==> config.mk <==
export PLATFORM = sky130hd
export DESIGN_NAME = stat_pin_sel
export DESIGN_NICKNAME = d
export VERILOG_FILES = /design/src/rtl/statpin_pkg.sv /design/src/rtl/statpin_ctrl.sv /design/src/rtl/statpin_dp.sv /design/src/rtl/stat_pin_sel.sv
export SDC_FILE = /design/constraint.sdc
export NUM_CORES = 1
export LEC_CHECK = 0
export BUFFER_PORTS_ARGS = -buffer_cell sky130_fd_sc_hd__buf_4
export CAP_MARGIN = 40
export CORE_AREA = 8 8 45 47
export CTS_CLUSTER_DIAMETER = 80
export DETAILED_ROUTE_END_ITERATION = 12
export DIE_AREA = 0 0 53 55
export SLEW_MARGIN = 20
export SYNTH_ARGS = -nofsm -noshare
export SYNTH_HDL_FRONTEND = slang
export SYNTH_HIERARCHICAL = 1
export SYNTH_SLANG_ARGS = --single-unit
==> constraint.sdc <==
create_clock -name clk -period 1.65 [get_ports clk]
set_input_delay 0.0825 -clock clk [delete_from_list [all_inputs] [get_ports clk]]
set_output_delay 0.0825 -clock clk [all_outputs]
set_load 0.01 [all_outputs]
==> src/rtl/statpin_pkg.sv <==
package statpin_pkg;
  localparam int MODE_W = 3;

  localparam logic [MODE_W-1:0] CODE_UNLOCK = 3'b001;
  localparam logic [MODE_W-1:0] CODE_EOC    = 3'b010;
  localparam logic [MODE_W-1:0] CODE_PORT   = 3'b101;
  localparam logic [MODE_W-1:0] CODE_IO     = 3'b110;

  typedef enum logic [2:0] {
    SRC_OPEN,
    SRC_UNLOCK,
    SRC_EOC,
    SRC_PORT,
    SRC_IO,
    SRC_SER
  } pinSrc_e;

  typedef struct packed {
    logic    eocSet;
    logic    eocClr;
    pinSrc_e src;
  } pinStrobe_t;
endpackage

==> src/rtl/statpin_ctrl.sv <==
module statpin_ctrl
  import statpin_pkg::*;
(
  input  logic              clk,
  input  logic              rstN,
  input  logic [MODE_W-1:0] modeCode,
  input  logic              chipEn,
  input  logic              readXfer,
  input  logic              cntStart,
  input  logic              cntDone,
  input  logic              portIsAlt,
  input  logic              ioIsOut,
  output pinStrobe_t        strobes
);
  logic chipEnQ;
  logic cntStartQ;
  logic chipEnRise;
  logic cntStartRise;

  // Previous-cycle copies for edge detection
  always_ff @(posedge clk or negedge rstN) begin
    if (!rstN) begin
      chipEnQ   <= 1'b0;
      cntStartQ <= 1'b0;
    end else begin
      chipEnQ   <= chipEn;
      cntStartQ <= cntStart;
    end
  end

  assign chipEnRise   = chipEn & ~chipEnQ;
  assign cntStartRise = cntStart & ~cntStartQ;

  pinSrc_e srcSel;

  always_comb begin
    srcSel = SRC_OPEN;
    if (chipEn) begin
      srcSel = readXfer ? SRC_SER : SRC_OPEN;
    end else begin
      unique case (modeCode)
        CODE_UNLOCK: srcSel = SRC_UNLOCK;
        CODE_EOC:    srcSel = SRC_EOC;
        CODE_PORT:   srcSel = portIsAlt ? SRC_OPEN : SRC_PORT;
        CODE_IO:     srcSel = ioIsOut ? SRC_OPEN : SRC_IO;
        default:     srcSel = SRC_OPEN;
      endcase
    end
  end

  assign strobes.eocSet = cntDone;
  assign strobes.eocClr = chipEnRise | cntStartRise;
  assign strobes.src    = srcSel;

  // a rising chip-enable must request a flag clear
  p_ce_rise_clears_r8: assert property (@(posedge clk) disable iff (!rstN)
    ($rose(chipEn) && $past(rstN)) |-> strobes.eocClr);

  // a write transfer never selects a driving source
  p_write_selects_open_r2: assert property (@(posedge clk) disable iff (!rstN)
    (chipEn && !readXfer) |-> (strobes.src == SRC_OPEN));
endmodule

==> src/rtl/statpin_dp.sv <==
module statpin_dp
  import statpin_pkg::*;
(
  input  logic       clk,
  input  logic       rstN,
  input  pinStrobe_t strobes,
  input  logic       serOut,
  input  logic       pllLocked,
  input  logic       portInLvl,
  input  logic       ioLvl,
  output logic       pinDriveLow
);
  logic eocFlag;
  logic driveNext;

  // End-of-count flag: a clear beats a set in the same cycle
  always_ff @(posedge clk or negedge rstN) begin
    if (!rstN)                eocFlag <= 1'b0;
    else if (strobes.eocClr)  eocFlag <= 1'b0;
    else if (strobes.eocSet)  eocFlag <= 1'b1;
  end

  always_comb begin
    unique case (strobes.src)
      SRC_SER:    driveNext = ~serOut;
      SRC_UNLOCK: driveNext = ~pllLocked;
      SRC_EOC:    driveNext = eocFlag;
      SRC_PORT:   driveNext = ~portInLvl;
      SRC_IO:     driveNext = ~ioLvl;
      default:    driveNext = 1'b0;
    endcase
  end

  always_ff @(posedge clk or negedge rstN) begin
    if (!rstN) pinDriveLow <= 1'b0;
    else       pinDriveLow <= driveNext;
  end

  // a clear request always leaves the flag clear
  p_clear_wins_r9: assert property (@(posedge clk) disable iff (!rstN)
    strobes.eocClr |=> !eocFlag);

  // a set with no clear leaves the flag set
  p_done_sets_r6: assert property (@(posedge clk) disable iff (!rstN)
    (strobes.eocSet && !strobes.eocClr) |=> eocFlag);
endmodule

==> src/rtl/stat_pin_sel.sv <==
module stat_pin_sel
  import statpin_pkg::*;
(
  input  logic              clk,
  input  logic              rstN,
  input  logic [MODE_W-1:0] modeCode,
  input  logic              chipEn,
  input  logic              readXfer,
  input  logic              serOut,
  input  logic              cntStart,
  input  logic              cntDone,
  input  logic              pllLocked,
  input  logic              portInLvl,
  input  logic              portIsAlt,
  input  logic              ioLvl,
  input  logic              ioIsOut,
  output logic              pinDriveLow
);
  pinStrobe_t strobes;

  statpin_ctrl u_ctrl (
    .clk(clk), .rstN(rstN), .modeCode(modeCode), .chipEn(chipEn),
    .readXfer(readXfer), .cntStart(cntStart), .cntDone(cntDone),
    .portIsAlt(portIsAlt), .ioIsOut(ioIsOut), .strobes(strobes)
  );

  statpin_dp u_dp (
    .clk(clk), .rstN(rstN), .strobes(strobes), .serOut(serOut),
    .pllLocked(pllLocked), .portInLvl(portInLvl), .ioLvl(ioLvl),
    .pinDriveLow(pinDriveLow)
  );

  // released while in reset
  always_comb begin
    if (!rstN) p_reset_open_r1: assert (pinDriveLow == 1'b0);
  end

  // a read transfer mirrors the inverted serial bit
  p_read_follows_r3: assert property (@(posedge clk) disable iff (!rstN)
    (chipEn && readXfer) |=> (pinDriveLow == !$past(serOut)));

  // a write transfer releases the pin
  p_write_open_r2: assert property (@(posedge clk) disable iff (!rstN)
    (chipEn && !readXfer) |=> !pinDriveLow);

  // the unlock code mirrors the inverted lock status
  p_unlock_r5: assert property (@(posedge clk) disable iff (!rstN)
    (!chipEn && modeCode == CODE_UNLOCK) |=> (pinDriveLow == !$past(pllLocked)));

  // the open codes never drive
  p_open_codes_r4: assert property (@(posedge clk) disable iff (!rstN)
    (!chipEn && (modeCode == 3'b000 || modeCode == 3'b011 ||
                 modeCode == 3'b100 || modeCode == 3'b111)) |=> !pinDriveLow);

  // port in its other function releases the pin
  p_port_alt_r10: assert property (@(posedge clk) disable iff (!rstN)
    (!chipEn && modeCode == CODE_PORT && portIsAlt) |=> !pinDriveLow);

  // I/O pin set as output releases the pin
  p_io_out_r11: assert property (@(posedge clk) disable iff (!rstN)
    (!chipEn && modeCode == CODE_IO && ioIsOut) |=> !pinDriveLow);
endmodule

==> impl_metrics.csv, run 1 <==
group,metric,value,unit
timing,hold_viol,0,
yosys,synth_fp_nets,41,
timing,skew,0.00188,ns
timing,slew_headroom,77.4,%
clock_tree,root_buffer,"clkbuf_4",
power_and_ir_drop,p_comb_share,21.9,%
routing,first_pass_iters,3,
job,maxCapViolations,0,
setup_path,path_max_fanout,4,
clock_tree,cts_resized,0,
setup_path,criticalPathCategory,"in -> reg",
timing,tns,0,ns
layout,n_antenna_cell,0,
floorplan,std_cell_rows,14,
timing,tightest_slew,0.335,ns
power_and_ir_drop,p_int,0.229,mW
power_and_ir_drop,peakVddDrop,368,µV
global_route,antenna_found_initial,0,
clock_tree,cts_sinks,4,
placement,place_area,364,µm²
layout,final_cells,61,
power_and_ir_drop,power_leakage,0.196,nW
run_status,outcome,"complete, no violations",
placement,gp_congestion,0.640,
yosys,synthCells,26,
setup_path,crit_arrival,1.20,ns
timing,min_period_over_period,65.4,%
yosys,synthXorXnorAreaFrac,0,%
yosys,synth.mux.area_fraction,0,%
timing,setup_viol,0,
routing,drc,0,
yosys,synth_top_family_by_area,"compound AO/OA/AOI/OAI gates",
clock_tree,cts.htree.levels,1,
yosys,ys_seq_area_share,41.9,%
yosys,synth-compound-area-share,26.2,%
placement,dp_slack,0.335,ns
routing,avgRoutedWirePerCell,10.1,µm
timing,grt_setup_unrepaired,"false",
yosys,synth_seq_cells,4,
layout,fin_util,29.4,%
global_route,grt_use_total,4.55,%
setup_path,end_kind,"register",
clock_tree,cts_tree,"done",
floorplan,die_width,53,µm
power_and_ir_drop,p_clk_share,41.1,%
yosys,syn_area,239,µm²
timing,slew_viol_final,0,
layout,drive_gt1_share,40.0,%
yosys,synth_cell_types,15,
global_route,grt-ovfl-total,0,
global_route,met2_usage,4.69,%
power_and_ir_drop,p_sw_share,22.2,%
floorplan,die_area,0.00292,mm²
routing,routed-via-count,255,
clock_tree,cts_buffer_depth,2,
clock_tree,clk_latency,0.24,ns
power_and_ir_drop,seqPwrFrac,37.0,%
timing,hold_ws,0.00672,ns
global_route,grt_max_degree,8,
timing,period_needed,1.08,ns
hold_path,hp-class,"in -> reg",
layout,layout_commonest_cell,"buf_4",
power_and_ir_drop,power_density,723,mW/mm²
layout,fin_nets,62,
global_route,grt_pass1_wl,876,µm
floorplan,ios,16,
clock_tree,cts_buffers,3,
placement,numPortBuffers,15,
floorplan,dieHeight,55,µm
power_and_ir_drop,p_switching,0.0652,mW
global_route,globalRoute.busiestLayer,"met3",
global_route,use_met1,5.05,%
routing,drt_iter0_drc,2,
layout,syn_to_final_growth,70.2,%
yosys,yosysWarnings,6,
layout,fill_cells,150,
timing,timing.fmax,927,MHz
floorplan,core_area,0.00138,mm²
yosys,synth_fa_ha_area_share,0,%
routing,postRouteAntennaNets,0,
floorplan,initial_core_util,17.3,%
layout,mostFrequentLayoutCells,"15 x buf_4, 4 x dfrtp_1",
placement,place_inst,56,
global_route,grtUsageMet3,6.15,%
routing,routed_wl,617,µm
power_and_ir_drop,p_total,0.294,mW
clock_tree,clkTransAtPathRegs,0.04,ns
yosys,synth.avg_cell_area,9.19,µm²
timing,setup_slack,0.572,ns
layout,postLayoutCellArea,407,µm²
setup_path,startpoint_type,"primary input",
global_route,grt_pass1_vias,229,
routing,viasPerCell,4.18,
yosys,yosys.area_share.simple,24.1,%
setup_path,cp.required,1.77,ns
[sequential cells by signal, indices dropped and copies added (netlist names)]
| register | flops |
|---|---|
| u_ctrl/chipEnQ | 1 |
| u_ctrl/cntStartQ | 1 |
| u_dp/eocFlag | 1 |
| u_dp/pinDriveLow | 1 |
[metal layers]
layer	part of all wire [%]	up-vias
met5	0	-
met2	36	16
met4	0	0
met1	43	107
li1	-	132
met3	20	0
[power by group through the flow]
stage | Clock [mW] | Combinational [mW] | Sequential [mW]
after floorplan | 0 | 0.0229 | 0.111
after global placement | 0 | 0.0607 | 0.110
after detailed placement | 0 | 0.0616 | 0.110
after CTS | 0.126 | 0.0656 | 0.109
after global routing | 0.138 | 0.0711 | 0.109
final | 0.121 | 0.0644 | 0.109
[cells in the mapped netlist]
cell type,instances,area [µm²]
dfrtp_1,4,100
a21oi_1,3,15.0
a22o_1,3,26.3
inv_1,3,11.3
nand2_1,2,7.51
nor2_1,2,7.51
buf_4,1,7.51
nand4bb_1,1,11.3
nor2b_1,1,6.26
nor3b_1,1,7.51
nor4b_1,1,8.76
o211a_1,1,10.0
o21ai_0,1,5.00
o22ai_1,1,6.26
or3b_1,1,8.76
[what timing repair did]
action	in CTS	in global routing
endpoints found under the hold margin	5	0
hold buffers	2	0
buffers inserted	0	0
setup endpoints to repair	0	0
[kinds of logic after synthesis]
family / count (synthesis)
and+or+nand+nor: 9
AOI/OAI and AO/OA: 9
DFF: 4
buffers and inverters: 4
[critical path, cell delays in order]
cell	delay, ns
buf_4	0.12
or3b_1	0.36
a21oi_1	0.29
a22o_1	0.20
nand2_1	0.05
o211a_1	0.10
[layout make-up]
cell class              count  area [µm²]  share of cell area, %
clock buffers               3        22.5                   5.54
inverters                   3        11.3                   2.77
multi-input cells          18         120                   29.5
flip-flops and latches      4         100                   24.6
well taps                  16        20.0                   4.92
repair buffers             17         133                   32.6
[worst paths after layout]
kind | start | end | slack [ns] | depth (start not counted)
worst max-delay path | modeCode[0] | u_dp/pinDriveLow | 0.57 | 6
worst min register to register | u_dp/eocFlag | u_dp/eocFlag | 0.49 | 2
max in group asynchronous | rstN | u_ctrl/cntStartQ | 1.37 | 2
worst min-delay path | chipEn | u_ctrl/chipEnQ | 0.007 | 1
worst max register to register | u_dp/eocFlag | u_dp/pinDriveLow | 0.78 | 3
min in group asynchronous | rstN | u_dp/pinDriveLow | 0.18 | 2
No activity file was read; power rests on OpenSTA's default activity.
==> run 2, diff against run 1 <==
==> constraint.sdc (replaced) <==
create_clock -name clk -period 1.1 [get_ports clk]
set_input_delay 0.055 -clock clk [delete_from_list [all_inputs] [get_ports clk]]
set_output_delay 0.055 -clock clk [all_outputs]
set_load 0.01 [all_outputs]
==> run 2 against run 1 <==
Against the previous run:
- sequential power up 50%
- non-clock buffer count up 5
- total power up 55%
- first-iteration DRC count up 50%
- clock power up 51%
- count of clock-buffer cells in the layout unchanged
- critical path depth unchanged
- wire length up 6.0%
- die area unchanged
- final cell count up 8.2%
- critical endpoint unchanged
- largest cell class unchanged
- combinational power up 71%
==> impl_metrics.csv, run 2 (synthesis gave the netlist of run 1 again) <==
group,metric,value,unit
floorplan,die_width,53,µm
hold_path,min-delay-start,"cntDone",
power_and_ir_drop,power_leakage,0.220,nW
placement,dpl.hpwl,565,µm
global_route,grt_pass1_wl,952,µm
hold_path,hp-class,"in -> reg",
layout,layout_commonest_cell,"buf_4",
clock_tree,root_buffer,"clkbuf_4",
routing,drc,0,
floorplan,ios,16,
clock_tree,clkTransAtPathRegs,0.04,ns
placement,gp_congestion,0.626,
power_and_ir_drop,p_total,0.456,mW
clock_tree,cts_sinks,4,
timing,grt_setup_unrepaired,"false",
global_route,grt-ovfl-total,0,
clock_tree,postCtsHoldBufs,2,
floorplan,initial_core_util,17.3,%
clock_tree,post-cts-setup-buffers,0,
setup_path,r2r-end,"u_dp/pinDriveLow",
setup_path,crit_arrival,1.16,ns
timing,tightest_slew,0.321,ns
setup_path,reg2reg_slack,0.23,ns
clock_tree,cts.htree.levels,1,
timing,slew_viol_final,0,
floorplan,dieHeight,55,µm
routing,routed_wl,654,µm
layout,multi_input_area,120,µm²
layout,n_antenna_cell,0,
placement,numPortBuffers,15,
setup_path,end_kind,"register",
clock_tree,cts_resized,0,
run_status,outcome,"complete, no violations",
timing,min_period_over_period,93.9,%
timing,skew,0.00408,ns
hold_path,hold_depth,3,
power_and_ir_drop,power_density,1030,mW/mm²
setup_path,path_cells,"buf_4, or3b_1, a21oi_1, a22o_1, nand2_1, o211a_1",
routing,postRouteAntennaNets,0,
routing,avgRoutedWirePerCell,9.91,µm
timing,hold_ws,0.0394,ns
global_route,grt_pass1_vias,244,
layout,seq_area,100,µm²
layout,fill_cells,150,
setup_path,criticalPathCategory,"in -> reg",
clock_tree,cts_buffer_depth,2,
routing,drt_iter0_drc,3,
floorplan,core_area,0.00138,mm²
global_route,grt_use_total,4.93,%
setup_path,slowest_stage,"or3b_1",
setup_path,r2r-start,"u_dp/eocFlag",
layout,syn_to_final_growth,85.9,%
setup_path,max_stage_delay,0.38,ns
routing,viasPerCell,4.02,
routing,first_pass_iters,4,
placement,place_inst,61,
timing,slew_headroom,78.3,%
layout,fin_nets,67,
setup_path,startpoint_type,"primary input",
timing,setup_viol,0,
clock_tree,cts_buffers,3,
layout,mostFrequentLayoutCells,"20 x buf_4, 4 x dfrtp_1",
layout,final_cells,66,
clock_tree,clk_latency,0.24,ns
floorplan,die_area,0.00292,mm²
job,maxCapViolations,0,
global_route,antenna_found_initial,0,
hold_path,holdPathEnd,"u_dp/eocFlag",
clock_tree,cts_tree,"done",
timing,timing.fmax,968,MHz
setup_path,cp.required,1.22,ns
setup_path,r2r_cells,3,
power_and_ir_drop,peakVddDrop,491,µV
setup_path,path_max_fanout,4,
routing,routed-via-count,265,
timing,hold_viol,0,
layout,drive_gt1_share,46.0,%
floorplan,std_cell_rows,14,
global_route,grt_max_degree,5,
timing,period_needed,1.03,ns
run 2: area by class of cell:
class                           instances  area share, %
Sequential cell                         4           22.5
Multi-Input combinational cell         18           27.0
Inverter                                3           2.54
Tap cell                               16           4.51
Clock buffer                            3           5.07
Timing Repair Buffer                   22           38.3
run 2: metal layers:
metal / vias to the layer above / track usage, % / wire [µm]
li1: 142 / - / -
met1: 106 / 5.66 / 301
met2: 17 / 5.08 / 249
met3: 0 / 6.42 / 104
met4: 0 / 1.29 / 0
met5: - / 0 / 0
run 2: stage by stage:
stage	cell area (µm²)	TNS (ns)	worst slack [ns]	utilization, %
final	444	0	0.0672	32.1
after global routing	444	0	0.0106	32.1
after CTS	444	0	0.0552	32.1
after detailed placement	402	-0.193	-0.193	29.0
after global placement	402	-0.171	-0.171	29.0
after floorplan	239	0	0.0289	-
run 2: how the worst max path moves through the flow:
stage                        to  depth (start not counted)         from
6_report       u_dp/pinDriveLow                          6  modeCode[0]
5_1_grt        u_dp/pinDriveLow                          6  modeCode[0]
4_1_cts        u_dp/pinDriveLow                          6  modeCode[0]
3_5_place_dp   u_dp/pinDriveLow                          6  modeCode[0]
3_3_place_gp   u_dp/pinDriveLow                          6  modeCode[0]
2_1_floorplan  u_dp/pinDriveLow                          5  modeCode[0]
run 2: critical path, delay by kind of cell:
| kind | cells | cell delay (ns) |
|---|---|---|
| AOI/OAI and AO/OA | 3 | 0.56 |
| buffers and inverters | 1 | 0.11 |
| and+or+nand+nor | 2 | 0.43 |
run 2: power by group:
part | total (mW) | leakage, nW | internal, mW | switching, mW
registers | 0.163 | 0.0480 | 0.159 | 0.00371
clock network | 0.183 | 0.0138 | 0.122 | 0.0607
logic | 0.110 | 0.158 | 0.0726 | 0.0375
total | 0.456 | 0.220 | 0.354 | 0.102
==> run 3, diff against run 2 <==
--- a/config.mk
+++ b/config.mk
@@ -11,6 +11,7 @@
 export CTS_CLUSTER_DIAMETER = 80
 export DETAILED_ROUTE_END_ITERATION = 12
 export DIE_AREA = 0 0 53 55
+export PLACE_DENSITY_LB_ADDON = 0.15
 export SLEW_MARGIN = 20
 export SYNTH_ARGS = -nofsm -noshare
 export SYNTH_HDL_FRONTEND = slang
==> run 3 against run 2 <==
Against the previous run:
- sequential power is essentially flat
- worst hold slack better by 0.025 ns
- utilization decreased by 0.45 points
- global-route usage rose by 1.6 points
- non-clock buffer count shrank 2
- largest power group unchanged
- maximum frequency is 5.7% higher
- highest routed layer is now met4
- critical path depth is the same
- critical path type unchanged
- clock power down 2%
- sequential share of layout area rose by 0.32 points
==> impl_metrics.csv, run 3 (synthesis gave the netlist of run 1 again) <==
group,metric,value,unit
job,maxCapViolations,0,
power_and_ir_drop,peakVddDrop,212,µV
global_route,grt-ovfl-total,0,
clock_tree,cts_buffers,3,
timing,slew_viol_final,0,
routing,drc,0,
setup_path,startpoint_type,"primary input",
timing,tightest_slew,0.275,ns
clock_tree,root_buffer,"clkbuf_4",
placement,numPortBuffers,15,
setup_path,r2r-start,"u_dp/eocFlag",
hold_path,hp-class,"in -> reg",
floorplan,initial_core_util,17.3,%
clock_tree,cts.htree.levels,1,
power_and_ir_drop,power_density,1040,mW/mm²
global_route,grt_use_total,6.57,%
floorplan,std_cell_rows,14,
timing,grt_setup_unrepaired,"false",
floorplan,die_area,0.00292,mm²
timing,setup_viol,0,
layout,mostFrequentLayoutCells,"18 x buf_4, 4 x dfrtp_1, 3 x clkbuf_4, 3 x a22o_1, 3 x inv_1",
clock_tree,clkTransAtPathRegs,0.04,ns
routing,postRouteAntennaNets,0,
power_and_ir_drop,p_total,0.453,mW
setup_path,worstSetupStartpoint,"modeCode[0]",
layout,fill_cells,150,
layout,drive_gt1_share,47.9,%
global_route,grt_pass1_wl,1.30,mm
setup_path,max_stage_delay,0.38,ns
timing,min_period_over_period,88.8,%
floorplan,die_width,53,µm
setup_path,crit_top_cell,"a21oi_1",
routing,avgRoutedWirePerCell,12.2,µm
setup_path,cp.required,1.27,ns
setup_path,criticalPathCategory,"in -> reg",
floorplan,dieHeight,55,µm
clock_tree,clk_latency,0.23,ns
setup_path,slowest_stage,"or3b_1",
layout,multi_input_area,129,µm²
routing,routed_wl,779,µm
routing,viasPerCell,4.31,
global_route,grt_pass1_vias,328,
layout,syn_to_final_growth,83.2,%
layout,n_antenna_cell,0,
clock_tree,cts_buffer_depth,2,
floorplan,core_area,0.00138,mm²
routing,routed-via-count,276,
timing,period_needed,0.977,ns
layout,seq_area,100,µm²
setup_path,path_max_fanout,4,
clock_tree,post-cts-setup-buffers,0,
timing,slew_headroom,81.4,%
timing,skew,0.000786,ns
global_route,antenna_found_initial,0,
clock_tree,cts_sinks,4,
clock_tree,cts_tree,"done",
setup_path,path_cells,"buf_4, or3b_1, a21oi_2, a21oi_1, a21oi_1, o211a_1",
global_route,grt_max_degree,6,
routing,first_pass_iters,1,
run_status,outcome,"complete, no violations",
floorplan,ios,16,
layout,layout_commonest_cell,"buf_4",
setup_path,end_kind,"register",
placement,dpl.hpwl,663,µm
routing,drt_iter0_drc,0,
setup_path,crit_arrival,1.14,ns
power_and_ir_drop,power_leakage,0.212,nW
hold_path,min-delay-start,"cntDone",
timing,tns,0,ns
layout,fin_nets,65,
placement,gp_congestion,0.626,
timing,hold_viol,0,
timing,timing.fmax,1020,MHz
## run 3: cell types whose count changed in the layout (fill, tap and decap cells not counted)
cell     change
buf_4        -2
nor3b_1      -1
nor3b_2      +1
a21oi_1      -1
a21oi_2      +1
## run 3: stage by stage
stage	utilization, %	instance area, µm²	hold WS (ns)	std cells	setup slack [ns]
after floorplan	-	239	-0.241	26	0.0289
after global placement	27.9	387	-0.150	59	-0.146
after detailed placement	27.9	387	-0.146	59	-0.191
after CTS	31.0	429	0.0631	64	0.0430
after global routing	31.6	438	0.0551	64	0.0231
final	31.6	438	0.0648	64	0.123
## run 3: cell type report
| class | instances | share of cell area [%] |
|---|---|---|
| clock buffer | 3 | 5.14 |
| inverter | 3 | 2.57 |
| multi-input combinational | 18 | 29.4 |
| sequential | 4 | 22.9 |
| tap | 16 | 4.57 |
| timing repair buffer | 20 | 35.4 |
## run 3: worst paths after layout
| kind | slack (ns) | end | cells past startpoint |
|---|---|---|---|
| hold / removal | 0.06 | u_dp/eocFlag | 3 |
| hold reg to reg | 0.52 | u_dp/eocFlag | 2 |
| min in group asynchronous | 0.16 | u_ctrl/chipEnQ | 2 |
| setup reg to reg | 0.20 | u_dp/pinDriveLow | 3 |
| setup / recovery | 0.12 | u_dp/pinDriveLow | 6 |
| max in group asynchronous | 0.84 | u_dp/pinDriveLow | 2 |
## run 3: worst max-delay path, delay by kind of cell
| family | cells | cell delay, ns |
|---|---|---|
| AOI/OAI and AO/OA | 4 | 0.59 |
| buffers and inverters | 1 | 0.12 |
| and+or+nand+nor | 1 | 0.38 |
## run 3: metal layers
metal  global-route usage [%]  wire [µm]
met1                     5.66        303
met2                     9.96        374
met3                     3.74         84
met4                     7.76         17
met5                        0          0
## run 3: where the power goes
part           total [mW]  internal, mW  switching (mW)
logic               0.110        0.0694          0.0410
registers           0.164         0.159         0.00421
clock network       0.179         0.122          0.0574
total               0.453         0.351           0.103
## run 3: repair_timing
item	in CTS	in global routing
hold buffers	2	0
gates resized for setup	0	2
setup endpoints to repair	0	1
endpoints found under the hold margin	5	0
